**config.mk**
```make
export PLATFORM = sky130hd
export DESIGN_NAME = nand_seq_top
export DESIGN_NICKNAME = d
export VERILOG_FILES = /design/src/rtl/nand_seq_pkg.sv /design/src/rtl/nand_seq_pagebuf.sv /design/src/rtl/nand_seq_regs.sv /design/src/rtl/nand_seq_fsm.sv /design/src/rtl/nand_seq_top.sv
export SDC_FILE = /design/constraint.sdc
export NUM_CORES = 2
export LEC_CHECK = 0
export CAP_MARGIN = 20
export CELL_PAD_IN_SITES_DETAIL_PLACEMENT = 2
export CELL_PAD_IN_SITES_GLOBAL_PLACEMENT = 2
export CORE_MARGIN = 2
export CORE_UTILIZATION = 38
export DETAILED_ROUTE_END_ITERATION = 10
export DONT_BUFFER_PORTS = 1
export PLACE_DENSITY_LB_ADDON = 0.1
export SLEW_MARGIN = 5
export SYNTH_ARGS = -nofsm -noshare
export SYNTH_HDL_FRONTEND = slang
export SYNTH_SLANG_ARGS = --single-unit
```
**constraint.sdc**
```tcl
create_clock -name clk -period 7.1 [get_ports clk]
set_input_delay 1.42 -clock clk [delete_from_list [all_inputs] [get_ports clk]]
set_output_delay 1.42 -clock clk [all_outputs]
set_load 0.1 [all_outputs]
```
**src/rtl/nand_seq_pkg.sv**
```systemverilog
package nand_seq_pkg;

    localparam logic [2:0] RA_START   = 3'd0;
    localparam logic [2:0] RA_ADDR_LO = 3'd1;
    localparam logic [2:0] RA_ADDR_HI = 3'd2;
    localparam logic [2:0] RA_CMD2    = 3'd3;
    localparam logic [2:0] RA_DLEN    = 3'd4;
    localparam logic [2:0] RA_IRQ     = 3'd5;
    localparam logic [2:0] RA_STATUS  = 3'd6;

    localparam int B_GO       = 31;
    localparam int B_APRES    = 30;
    localparam int B_RD       = 26;
    localparam int B_WR       = 25;
    localparam int B_CMD2_EN  = 8;
    localparam int B_IRQ_CMD  = 31;
    localparam int B_IRQ_DATA = 28;

    typedef enum logic [2:0] {
        ST_IDLE, ST_CMD1, ST_ADDR, ST_CMD2, ST_WDATA, ST_SETTLE, ST_WAIT, ST_RDATA
    } seq_state_t;

    typedef struct packed {
        logic [7:0]  cmd1;
        logic [3:0]  naddr;
        logic        rd;
        logic        wr;
        logic        cmd2_en;
        logic [7:0]  cmd2;
        logic [15:0] addr_lo;
        logic [31:0] addr_hi;
    } op_t;

    // Number of address cycles implied by a start word.
    function automatic logic [3:0] addr_count(input logic [31:0] w);
        if (w[B_APRES])
            return {1'b0, w[29:27]} + 4'd1;
        else if (w[B_RD])
            return 4'd1;
        else
            return 4'd0;
    endfunction

    // Address byte n of the 48-bit address, zero beyond it.
    function automatic logic [7:0] addr_byte(input logic [15:0] lo,
                                             input logic [31:0] hi,
                                             input logic [2:0]  n);
        logic [63:0] all;
        all = {16'h0000, hi, lo};
        return all[{n, 3'b000} +: 8];
    endfunction

endpackage

```
**src/rtl/nand_seq_pagebuf.sv**
```systemverilog
module nand_seq_pagebuf #(
    parameter int DEPTH = 256,
    localparam int AW = $clog2(DEPTH)
) (
    input  logic          clk,
    input  logic          we,
    input  logic [AW-1:0] waddr,
    input  logic [7:0]    wdata,
    input  logic [AW-1:0] raddr_a,
    output logic [7:0]    rdata_a,
    input  logic [AW-1:0] raddr_b,
    output logic [7:0]    rdata_b
);
    logic [7:0] mem [DEPTH];

    always_ff @(posedge clk) begin
        if (we)
            mem[waddr] <= wdata;
    end

    assign rdata_a = mem[raddr_a];
    assign rdata_b = mem[raddr_b];
endmodule

```
**src/rtl/nand_seq_regs.sv**
```systemverilog
module nand_seq_regs
    import nand_seq_pkg::*;
#(
    parameter int DLEN_W = 8
) (
    input  logic              clk,
    input  logic              rst,
    input  logic              reg_we,
    input  logic [2:0]        reg_addr,
    input  logic [31:0]       reg_wdata,
    output logic [31:0]       reg_rdata,
    input  logic              busy,
    input  logic              set_cmd_done,
    input  logic              set_data_done,
    output logic              start,
    output op_t               op,
    output logic [DLEN_W-1:0] dlen,
    output logic              irq_cmd,
    output logic              irq_data
);
    logic [15:0] addr_lo_q;
    logic [31:0] addr_hi_q;
    logic [8:0]  cmd2_q;
    logic        clr_cmd;
    logic        clr_data;
    logic        wr_start;

    assign wr_start = reg_we && (reg_addr == RA_START);
    assign start    = wr_start && reg_wdata[B_GO] && !busy
                      && !(reg_wdata[B_RD] && reg_wdata[B_WR]);
    assign clr_cmd  = reg_we && (reg_addr == RA_IRQ) && reg_wdata[B_IRQ_CMD];
    assign clr_data = reg_we && (reg_addr == RA_IRQ) && reg_wdata[B_IRQ_DATA];

    always_comb begin
        op.cmd1    = reg_wdata[7:0];
        op.naddr   = addr_count(reg_wdata);
        op.rd      = reg_wdata[B_RD];
        op.wr      = reg_wdata[B_WR];
        op.cmd2_en = cmd2_q[B_CMD2_EN];
        op.cmd2    = cmd2_q[7:0];
        op.addr_lo = addr_lo_q;
        op.addr_hi = addr_hi_q;
    end

    always_ff @(posedge clk) begin
        if (rst) begin
            addr_lo_q <= '0;
            addr_hi_q <= '0;
            cmd2_q    <= '0;
            dlen      <= '0;
            irq_cmd   <= 1'b0;
            irq_data  <= 1'b0;
        end else begin
            if (reg_we) begin
                unique case (reg_addr)
                    RA_ADDR_LO: addr_lo_q <= reg_wdata[15:0];
                    RA_ADDR_HI: addr_hi_q <= reg_wdata;
                    RA_CMD2:    cmd2_q    <= reg_wdata[8:0];
                    RA_DLEN:    dlen      <= reg_wdata[DLEN_W-1:0];
                    default: ;
                endcase
            end
            // hardware set dominates a coincident clear
            irq_cmd  <= set_cmd_done  | (irq_cmd  & ~clr_cmd);
            irq_data <= set_data_done | (irq_data & ~clr_data);
        end
    end

    always_comb begin
        reg_rdata = '0;
        unique case (reg_addr)
            RA_ADDR_LO: reg_rdata[15:0] = addr_lo_q;
            RA_ADDR_HI: reg_rdata = addr_hi_q;
            RA_CMD2:    reg_rdata[8:0] = cmd2_q;
            RA_DLEN:    reg_rdata[DLEN_W-1:0] = dlen;
            RA_IRQ: begin
                reg_rdata[B_IRQ_CMD]  = irq_cmd;
                reg_rdata[B_IRQ_DATA] = irq_data;
            end
            RA_STATUS:  reg_rdata[0] = busy;
            default: ;
        endcase
    end
endmodule

```
**src/rtl/nand_seq_fsm.sv**
```systemverilog
module nand_seq_fsm
    import nand_seq_pkg::*;
#(
    parameter int STROBE_CYC = 2,
    parameter int HOLD_CYC   = 2,
    parameter int SETTLE_CYC = 25,
    parameter int DLEN_W     = 8,
    localparam int CYC_LEN   = STROBE_CYC + HOLD_CYC,
    localparam int CNT_MAX   = (CYC_LEN > SETTLE_CYC) ? CYC_LEN : SETTLE_CYC,
    localparam int CNT_W     = $clog2(CNT_MAX + 1)
) (
    input  logic              clk,
    input  logic              rst,
    input  logic              start,
    input  op_t               op_in,
    input  logic [DLEN_W-1:0] dlen_in,
    input  logic              rb_n,
    input  logic [7:0]        dq_in,
    output logic              cle,
    output logic              ale,
    output logic              we_n,
    output logic              re_n,
    output logic [7:0]        dq_out,
    output logic              dq_oe,
    output logic              busy,
    output logic              cmd_done,
    output logic              data_done,
    output logic [DLEN_W-1:0] buf_raddr,
    input  logic [7:0]        buf_rdata,
    output logic              buf_we,
    output logic [DLEN_W-1:0] buf_waddr,
    output logic [7:0]        buf_wdata
);
    seq_state_t        state, nxt, post_addr;
    op_t               op_q;
    logic [DLEN_W-1:0] dlen_q;
    logic [CNT_W-1:0]  cnt;
    logic [DLEN_W-1:0] idx;
    logic              bus_state;
    logic              strobe_low;
    logic              cyc_end;
    logic              last_addr;
    logic              last_data;

    assign bus_state  = (state == ST_CMD1) || (state == ST_ADDR) || (state == ST_CMD2)
                        || (state == ST_WDATA) || (state == ST_RDATA);
    assign strobe_low = bus_state && (cnt < CNT_W'(STROBE_CYC));
    assign cyc_end    = bus_state && (cnt == CNT_W'(CYC_LEN - 1));
    assign last_addr  = (idx == DLEN_W'(op_q.naddr - 4'd1));
    assign last_data  = (idx == dlen_q);
    assign busy       = (state != ST_IDLE);

    assign post_addr = op_q.wr ? ST_WDATA : (op_q.cmd2_en ? ST_CMD2 : ST_SETTLE);

    always_comb begin
        nxt = state;
        unique case (state)
            ST_CMD1:  nxt = (op_q.naddr != 4'd0) ? ST_ADDR : post_addr;
            ST_ADDR:  nxt = last_addr ? post_addr : ST_ADDR;
            ST_WDATA: nxt = last_data ? (op_q.cmd2_en ? ST_CMD2 : ST_SETTLE) : ST_WDATA;
            ST_CMD2:  nxt = ST_SETTLE;
            ST_RDATA: nxt = last_data ? ST_IDLE : ST_RDATA;
            default:  nxt = state;
        endcase
    end

    always_ff @(posedge clk) begin
        if (rst) begin
            state  <= ST_IDLE;
            op_q   <= '0;
            dlen_q <= '0;
            cnt    <= '0;
            idx    <= '0;
        end else begin
            unique case (state)
                ST_IDLE: if (start) begin
                    op_q   <= op_in;
                    dlen_q <= dlen_in;
                    cnt    <= '0;
                    idx    <= '0;
                    state  <= ST_CMD1;
                end
                ST_SETTLE: begin
                    if (cnt == CNT_W'(SETTLE_CYC - 1)) begin
                        cnt   <= '0;
                        state <= ST_WAIT;
                    end else begin
                        cnt <= cnt + 1'b1;
                    end
                end
                ST_WAIT: if (rb_n) begin
                    cnt   <= '0;
                    idx   <= '0;
                    state <= op_q.rd ? ST_RDATA : ST_IDLE;
                end
                default: begin
                    if (cyc_end) begin
                        cnt   <= '0;
                        idx   <= (nxt == state) ? idx + 1'b1 : '0;
                        state <= nxt;
                    end else begin
                        cnt <= cnt + 1'b1;
                    end
                end
            endcase
        end
    end

    assign cmd_done  = ((state == ST_WAIT) && rb_n && !op_q.rd)
                     || ((state == ST_RDATA) && cyc_end && last_data);
    assign data_done = ((state == ST_WDATA) || (state == ST_RDATA)) && cyc_end && last_data;

    // bus pins
    assign cle   = (state == ST_CMD1) || (state == ST_CMD2);
    assign ale   = (state == ST_ADDR);
    assign dq_oe = cle || ale || (state == ST_WDATA);
    assign we_n  = !(dq_oe && strobe_low);
    assign re_n  = !((state == ST_RDATA) && strobe_low);

    always_comb begin
        unique case (state)
            ST_CMD1:  dq_out = op_q.cmd1;
            ST_CMD2:  dq_out = op_q.cmd2;
            ST_ADDR:  dq_out = addr_byte(op_q.addr_lo, op_q.addr_hi, idx[2:0]);
            ST_WDATA: dq_out = buf_rdata;
            default:  dq_out = 8'h00;
        endcase
    end

    // page buffer side: capture at the edge where RE_n rises
    assign buf_raddr = idx;
    assign buf_waddr = idx;
    assign buf_wdata = dq_in;
    assign buf_we    = (state == ST_RDATA) && (cnt == CNT_W'(STROBE_CYC - 1));
endmodule

```
**src/rtl/nand_seq_top.sv**
```systemverilog
module nand_seq_top
    import nand_seq_pkg::*;
#(
    parameter int STROBE_CYC = 2,
    parameter int HOLD_CYC   = 2,
    parameter int SETTLE_CYC = 25,
    parameter int BUF_DEPTH  = 256,
    localparam int AW        = $clog2(BUF_DEPTH)
) (
    input  logic          clk,
    input  logic          rst,
    input  logic          reg_we,
    input  logic [2:0]    reg_addr,
    input  logic [31:0]   reg_wdata,
    output logic [31:0]   reg_rdata,
    input  logic          buf_we,
    input  logic [AW-1:0] buf_addr,
    input  logic [7:0]    buf_wdata,
    output logic [7:0]    buf_rdata,
    output logic          nand_cle,
    output logic          nand_ale,
    output logic          nand_we_n,
    output logic          nand_re_n,
    output logic [7:0]    nand_dq_out,
    output logic          nand_dq_oe,
    input  logic [7:0]    nand_dq_in,
    input  logic          nand_rb_n,
    output logic          irq
);
    op_t           op;
    logic [AW-1:0] dlen;
    logic          start, busy, cmd_done, data_done;
    logic          irq_cmd, irq_data;
    logic          eng_we;
    logic [AW-1:0] eng_raddr, eng_waddr;
    logic [7:0]    eng_rdata, eng_wdata;
    logic          pb_we;
    logic [AW-1:0] pb_waddr;
    logic [7:0]    pb_wdata;

    nand_seq_regs #(.DLEN_W(AW)) u_regs (
        .clk(clk), .rst(rst),
        .reg_we(reg_we), .reg_addr(reg_addr), .reg_wdata(reg_wdata), .reg_rdata(reg_rdata),
        .busy(busy), .set_cmd_done(cmd_done), .set_data_done(data_done),
        .start(start), .op(op), .dlen(dlen), .irq_cmd(irq_cmd), .irq_data(irq_data)
    );

    nand_seq_fsm #(
        .STROBE_CYC(STROBE_CYC), .HOLD_CYC(HOLD_CYC),
        .SETTLE_CYC(SETTLE_CYC), .DLEN_W(AW)
    ) u_fsm (
        .clk(clk), .rst(rst), .start(start), .op_in(op), .dlen_in(dlen),
        .rb_n(nand_rb_n), .dq_in(nand_dq_in),
        .cle(nand_cle), .ale(nand_ale), .we_n(nand_we_n), .re_n(nand_re_n),
        .dq_out(nand_dq_out), .dq_oe(nand_dq_oe),
        .busy(busy), .cmd_done(cmd_done), .data_done(data_done),
        .buf_raddr(eng_raddr), .buf_rdata(eng_rdata),
        .buf_we(eng_we), .buf_waddr(eng_waddr), .buf_wdata(eng_wdata)
    );

    // the engine owns the write port while busy
    assign pb_we    = busy ? eng_we : buf_we;
    assign pb_waddr = busy ? eng_waddr : buf_addr;
    assign pb_wdata = busy ? eng_wdata : buf_wdata;

    nand_seq_pagebuf #(.DEPTH(BUF_DEPTH)) u_buf (
        .clk(clk), .we(pb_we), .waddr(pb_waddr), .wdata(pb_wdata),
        .raddr_a(eng_raddr), .rdata_a(eng_rdata),
        .raddr_b(buf_addr), .rdata_b(buf_rdata)
    );

    assign irq = irq_cmd | irq_data;
endmodule

```
## After elaboration in Yosys (flattened, before gate mapping)

Memory sizes are Yosys's and may differ from the RTL's. A register that Yosys moved wholly into a read port is not among the register bits.
Index checks and enable logic that the tools add are counted.

| word-level totals | value |
|---|---|
| RAM bits | 2048 |
| register bits after elaboration | 162 |
| bits in read-only memories | 0 |
| output and inout bits | 54 |
| bits in latches | 0 |
| memories | 1 |
| input port bits | 64 |
| word-level logic and storage cells | 143 |

| operators by class | value |
|---|---|
| shifts and indexed selects | 1 |
| divide/modulo/power cells | 0 |
| bitwise operators | 8 |
| order comparisons | 1 |
| reduce and logical (&&, ||, !) cells | 47 |
| eq/ne operators | 22 |
| multiply operators | 0 |
| muxes and demuxes | 41 |
| add/sub/neg operators | 4 |

Memory list:

| memory | words | bits a word | rd ports | clocked after memory_dff | wr ports | line | RTL |
|---|---|---|---|---|---|---|---|
| u_buf.mem | 256 | 8 | 2 | 1 | 1 | nand_seq_pagebuf.sv:14 | `logic [7:0] mem [DEPTH];` |

Operator list:

| cell | number |
|---|---|
| $mux W8 | 8 |
| $shiftx A64 B7 Y8 | 1 |
| $mux W3 | 11 |
| $pmux W8 S4 | 1 |
| $pmux W7 S4 | 1 |
| $pmux W8 S3 | 1 |
| $eq A3 B3 Y1 const B | 7 |
| $mux W5 | 4 |
| $logic_and A1 B1 Y1 | 19 |
| $eq A8 B8 Y1 | 2 |
| $pmux W3 S5 | 1 |
| $pmux W5 S3 | 1 |
| $pmux W7 S2 | 1 |
| $eq A3 B2 Y1 const B | 4 |
| $mux W12 | 1 |
| $reduce_and A2 Y1 | 6 |
| $logic_or A1 B1 Y1 | 9 |
| $pmux W3 S3 | 1 |
| $add A8 B1 Y8 const B | 1 |
| $reduce_and A4 Y1 | 2 |
| $reduce_bool A4 Y1 | 2 |
| $eq A3 B1 Y1 const B | 2 |
| $logic_not A3 Y1 | 2 |
| $reduce_bool A3 Y1 | 2 |
| 20 further kinds | 34 |

## Longest topological paths before layout

| depth | value |
|---|---|
| depth after elaboration | 10 |
| gate-level depth with buffers | 11 |
| depth with buffers taken out | 9 |

## Modules after synthesis

From an unflattened synthesis, not the netlist that was laid out.

| unflattened totals | value |
|---|---|
| cells, all modules | 5855 |
| area, all modules | 105027.0 um2 |

Modules (own cells, without submodules):

| module | cells each | times used | sequential area each (um2) | area each (um2) |
|---|---|---|---|---|
| nand_seq_pagebuf | 4831 | 1 | 61499.0 | 96652.7 |
| nand_seq_fsm | 613 | 1 | 1901.8 | 4914.7 |
| nand_seq_regs | 391 | 1 | 1341.3 | 3193.1 |
| nand_seq_top | 20 | 1 | 0.0 | 266.5 |

## Least setup slack after synthesis

Ideal clock, no wire load.

| timing | value |
|---|---|
| kind | input-to-output |
| start | input reg_addr[0] |
| end | output reg_rdata[1] |
| stages | 6 |
| buffers on the path | 3 |
| arrival time | 4.570 ns |
| required time | 5.680 ns |
| slack | 1.110 ns |
| cells stage by stage | clkbuf_1 nor2b_1 clkbuf_1 clkbuf_1 a22oi_1 o21ai_0 |

| on the way | value |
|---|---|
| cells in the longest elaborated chain, start to end | 2 |
| elaborated cells on any way between the ends | 5 |
| those cells by class | 4 x eq/ne; 1 x mux |

RTL lines:

| what | line | RTL |
|---|---|---|
| start: declaration | nand_seq_top.sv:13 | `input logic [2:0] reg_addr,` |
| $eq A3 B3 Y1, or another cell as far along | nand_seq_regs.sv:71 | `unique case (reg_addr)` |
| $pmux W7 S4 (*) | nand_seq_regs.sv:71 |  |
| end: declaration | nand_seq_top.sv:15 | `output logic [31:0] reg_rdata,` |

Mark *: on every way between the ends. The rest lies on a longest branch, timed or not.

## Worst setup path after layout

| timing | value |
|---|---|
| start | input buf_addr[0] |
| end | output buf_rdata[2] |

| on the way | value |
|---|---|
| cells in the longest elaborated chain, start to end | 1 |

RTL lines:

| what | line | RTL |
|---|---|---|
| start: declaration | nand_seq_top.sv:17 | `input logic [AW-1:0] buf_addr,` |
| $mem_v2 Z256 W8 | - |  |
| end: declaration | nand_seq_top.sv:19 | `output logic [7:0] buf_rdata,` |

No other way between the ends.

==> results by group <==
Clock tree
  • Clock root buffer: clkbuf_16
  • Htree depth: 5
  • CTS max path bufs: 4
  • Num CTS Buffers: 272
  • Worst-path clk slew: 50 ps
  • CTS tree: built
  • Clock sinks: 2218
  • CTS Hold Bufs: 0
  • Clk_lat worst skew: 870 ps
  • Postcts setup bufs: 0

Critical path
  • Max stage delay on crit path: 740 ps
  • Most frequent CP cell: buf_16
  • Worst Setup SP: buf_addr[0]
  • Setup slack, reg-to-reg: 2310 ps
  • CP arrival: 5610 ps
  • Crit-path slowest cell: nor4_1
  • Crit. End Element: output port
  • Critical path class: in -> out
  • Critical Path RT: 5680 ps
  • Buf/Inv on CP: 4
  • Worst setup SP type: input port
  • CP top delay family: buffers and inverters
  • R2R Path Start: u_fsm.state[0]
  • Crit-path cells: buf_16 > buf_16 > buf_16 > mux4_2 > a22oi_1 > a21oi_1 > nor4_1 > o22ai_1 > or2_1 > buf_4
  • Crit Path Max Fanout: 49

STA
  • Max Slew Vio Count: 97
  • # setup viols final: 0
  • Final Cycle Share: 99.0%
  • Period minus WS final: 7030 ps
  • Final Hold Viols: 0
  • Clock skew: 57.6 ps
  • Maximum clock frequency: 142 MHz
  • Hold slack: 450 ps
  • Worst Max-Slew Pin Slew: 1590 ps
  • Slew margin rel.: -5.99%

Synth
  • Top_reg_cell synth: edfxtp_1
  • Post-synthesis net count: 6000
  • Avg Cell Area, Syn: 17.2 µm²
  • Area fraction of the dominant cell type after synthesis: 60.1%
  • Yosys Warn Count: 0
  • FFs w/ async S/R, synth: 0%
  • Register area share after synthesis: 63.5%
  • Post-synth EDFFs: 2048
  • Yosys top cell by area: edfxtp_1
  • Unique masters post-synth: 70
  • Top cells by count, synth: edfxtp_1 (2048), mux4_2 (959), nand2_1 (448)
  • Gate count of the mapped netlist: 5929
  • Most numerous cell in the Yosys netlist: edfxtp_1
  • Main area contributors after synthesis: edfxtp_1 (60%), mux4_2 (21%), dfxtp_1 (3.3%), a22oi_1 (2.6%), mux2i_1 (1.9%)
  • Seq cells post-synth: 2218
  • Post-Synthesis Cell Area: 0.102 mm²

Placed design
  • Placed Instance Area: 0.108 mm²
  • Post-DP HPWL: 261 mm
  • PortBufs: 0
  • Global placement routability congestion: 0.840

Power
  • Peak VDD IR: 527 µV
  • Cell Pwr Density: 321 mW/mm²
  • Leak: 35.4 nW

Drt
  • 1st-iter DRT viols: 7244
  • Drt pass-1 iters: 7
  • WL/cell: 40.8 µm
  • Vias post-DR: 63.5k
  • Via density: 6.46
  • Final WL: 402 mm
  • Residual DRC: 0
  • Final ANT Viol Nets: 0

Worst hold path
  • Worst hold path type: reg -> reg
  • Hold Path Origin: u_fsm.op_q[35]

GRT
  • Congestion Overflow GR: 0
  • Tot GR Track Use: 28.9%
  • Vias in the first global route: 66.5k
  • First-pass GRT wire length: 550 mm
  • Pin count of the biggest net entering global routing: 517
  • Initial antenna violation count: 24

Die
  • Die X: 523 µm
  • # rows: 190
  • Vert. Die Dim: 523 µm
  • Die area: 0.273 mm²
  • Initial core utilization: 38.2%
  • I/O Pins: 118
  • Core ar.: 0.268 mm²

Final layout
  • Filler cells: 24.7k
  • Nets@finish: 6148
  • Post-route cell area: 0.117 mm²
  • Layout cell share with drive strength beyond 1: 28.6%
  • Area grow syn2layout: 14.3%

Run status
  • Failing checks: max-slew violations
  • Status: complete, but fails checks

Job
  • Max Cap Viol: 0
## worst paths after layout
path	end	depth (start not counted)
min reg2reg	u_fsm.op_q[35]	2
max	buf_rdata[2]	10
max reg2reg	u_buf.mem[174][1]	5
min	u_fsm.op_q[35]	2
## state kept, by name, summed over array words and instances (netlist names), named ones only
register	count
u_buf.mem	2048
u_fsm.buf_raddr	8
u_fsm.cnt	5
u_fsm.dlen_q	8
u_fsm.op_q	71
u_fsm.state	3
u_regs.addr_hi_q	32
u_regs.addr_lo_q	16
u_regs.cmd2_q	9
u_regs.dlen	8
u_regs.irq_cmd	1
u_regs.irq_data	1
## layout by cell type, fill, tap and decap left out, types with 12 or more instances in the layout
cell	n
edfxtp_1	2048
mux4_2	959
nand2_1	427
a22oi_1	360
nor2_1	316
a21oi_1	304
buf_4	303
clkbuf_16	287
mux2i_1	190
dfxtp_1	166
a221oi_1	92
clkinv_1	68
o22ai_1	59
a22o_1	56
clkbuf_1	49
o21ai_0	42
nor4_1	38
clkinv_2	37
buf_12	37
and2_1	29
nor3_1	27
mux2_2	23
nand3_1	19
nand4_1	17
bufinv_16	16
xor2_1	15
a211oi_1	13
a31oi_1	13
nand2_2	13
buf_16	13
buf_6	12
## stage by stage
| step | power (mW) | worst slack (ps) | TNS (ps) | instances | utilization, % |
|---|---|---|---|---|---|
| 3_5_place_dp | 24.1 | 479 | 0 | 9327 | 40.3 |
| 6_report | 37.5 | 71.9 | 0 | 9834 | 43.6 |
| 3_3_place_gp | 23.8 | -49.7 | -49.7 | 9308 | 40.2 |
| 2_1_floorplan | 21.5 | 1110 | 0 | 5929 | - |
| 5_1_grt | 38.5 | -1.40 | -1.40 | 9831 | 43.6 |
| 4_1_cts | 37.5 | 256 | 0 | 9798 | 43.4 |
## where the power goes
group	leakage (nW)	switching [mW]	internal (mW)
Clock	4.10	5.69	7.84
Combinational	11.4	5.41	1.56
Sequential	19.8	0.0742	16.9
Total	35.4	11.2	26.3
## per-layer routing
layer	routed length, µm	global-route usage (%)	vias to the layer above
li1	-	-	25100
met1	165000	39.0	35200
met2	191000	46.3	2620
met3	26300	4.58	634
met4	19100	12.4	6
met5	39	0	-
## worst reg2reg max path: stages, from the launching register on
cell and delay (ps):
dfxtp_1 320, buf_4 270, or3_1 880, o21ai_1 1030, nand2_1 820, nor2_1 1060
## layout make-up
class | instances | area (µm²) | share of cell area [%]
sequential | 2218 | 64900 | 55.6
clock buffer | 333 | 7260 | 6.21
clock inverter | 138 | 1110 | 0.953
inverter | 11 | 43.8 | 0.0375
antenna | 8 | 20.0 | 0.0171
timing repair buffer | 374 | 3680 | 3.15
multi-input combinational | 3200 | 35400 | 30.3
tap | 3552 | 4440 | 3.80
## logic make-up (layout without fill, tap and decap cells)
kind of cell	after synthesis	in the layout	synth area share, %
DFF	2218	2218	63.5
muxes	1172	1172	23.2
AOI/OAI and AO/OA	1000	1000	6.61
and+or+nand+nor	996	996	4.18
buffers and inverters	511	856	2.21
xor gates and xnor gates	25	25	0.214
adders and majority gates	7	7	0.0856
other	0	8	0
## what timing repair did
item | CTS | global route
endpoints found under the setup margin | 1 | 8
resized for setup | 1 | 3
gates cloned | 0 | 6
Power figures use the tool's default switching activity.
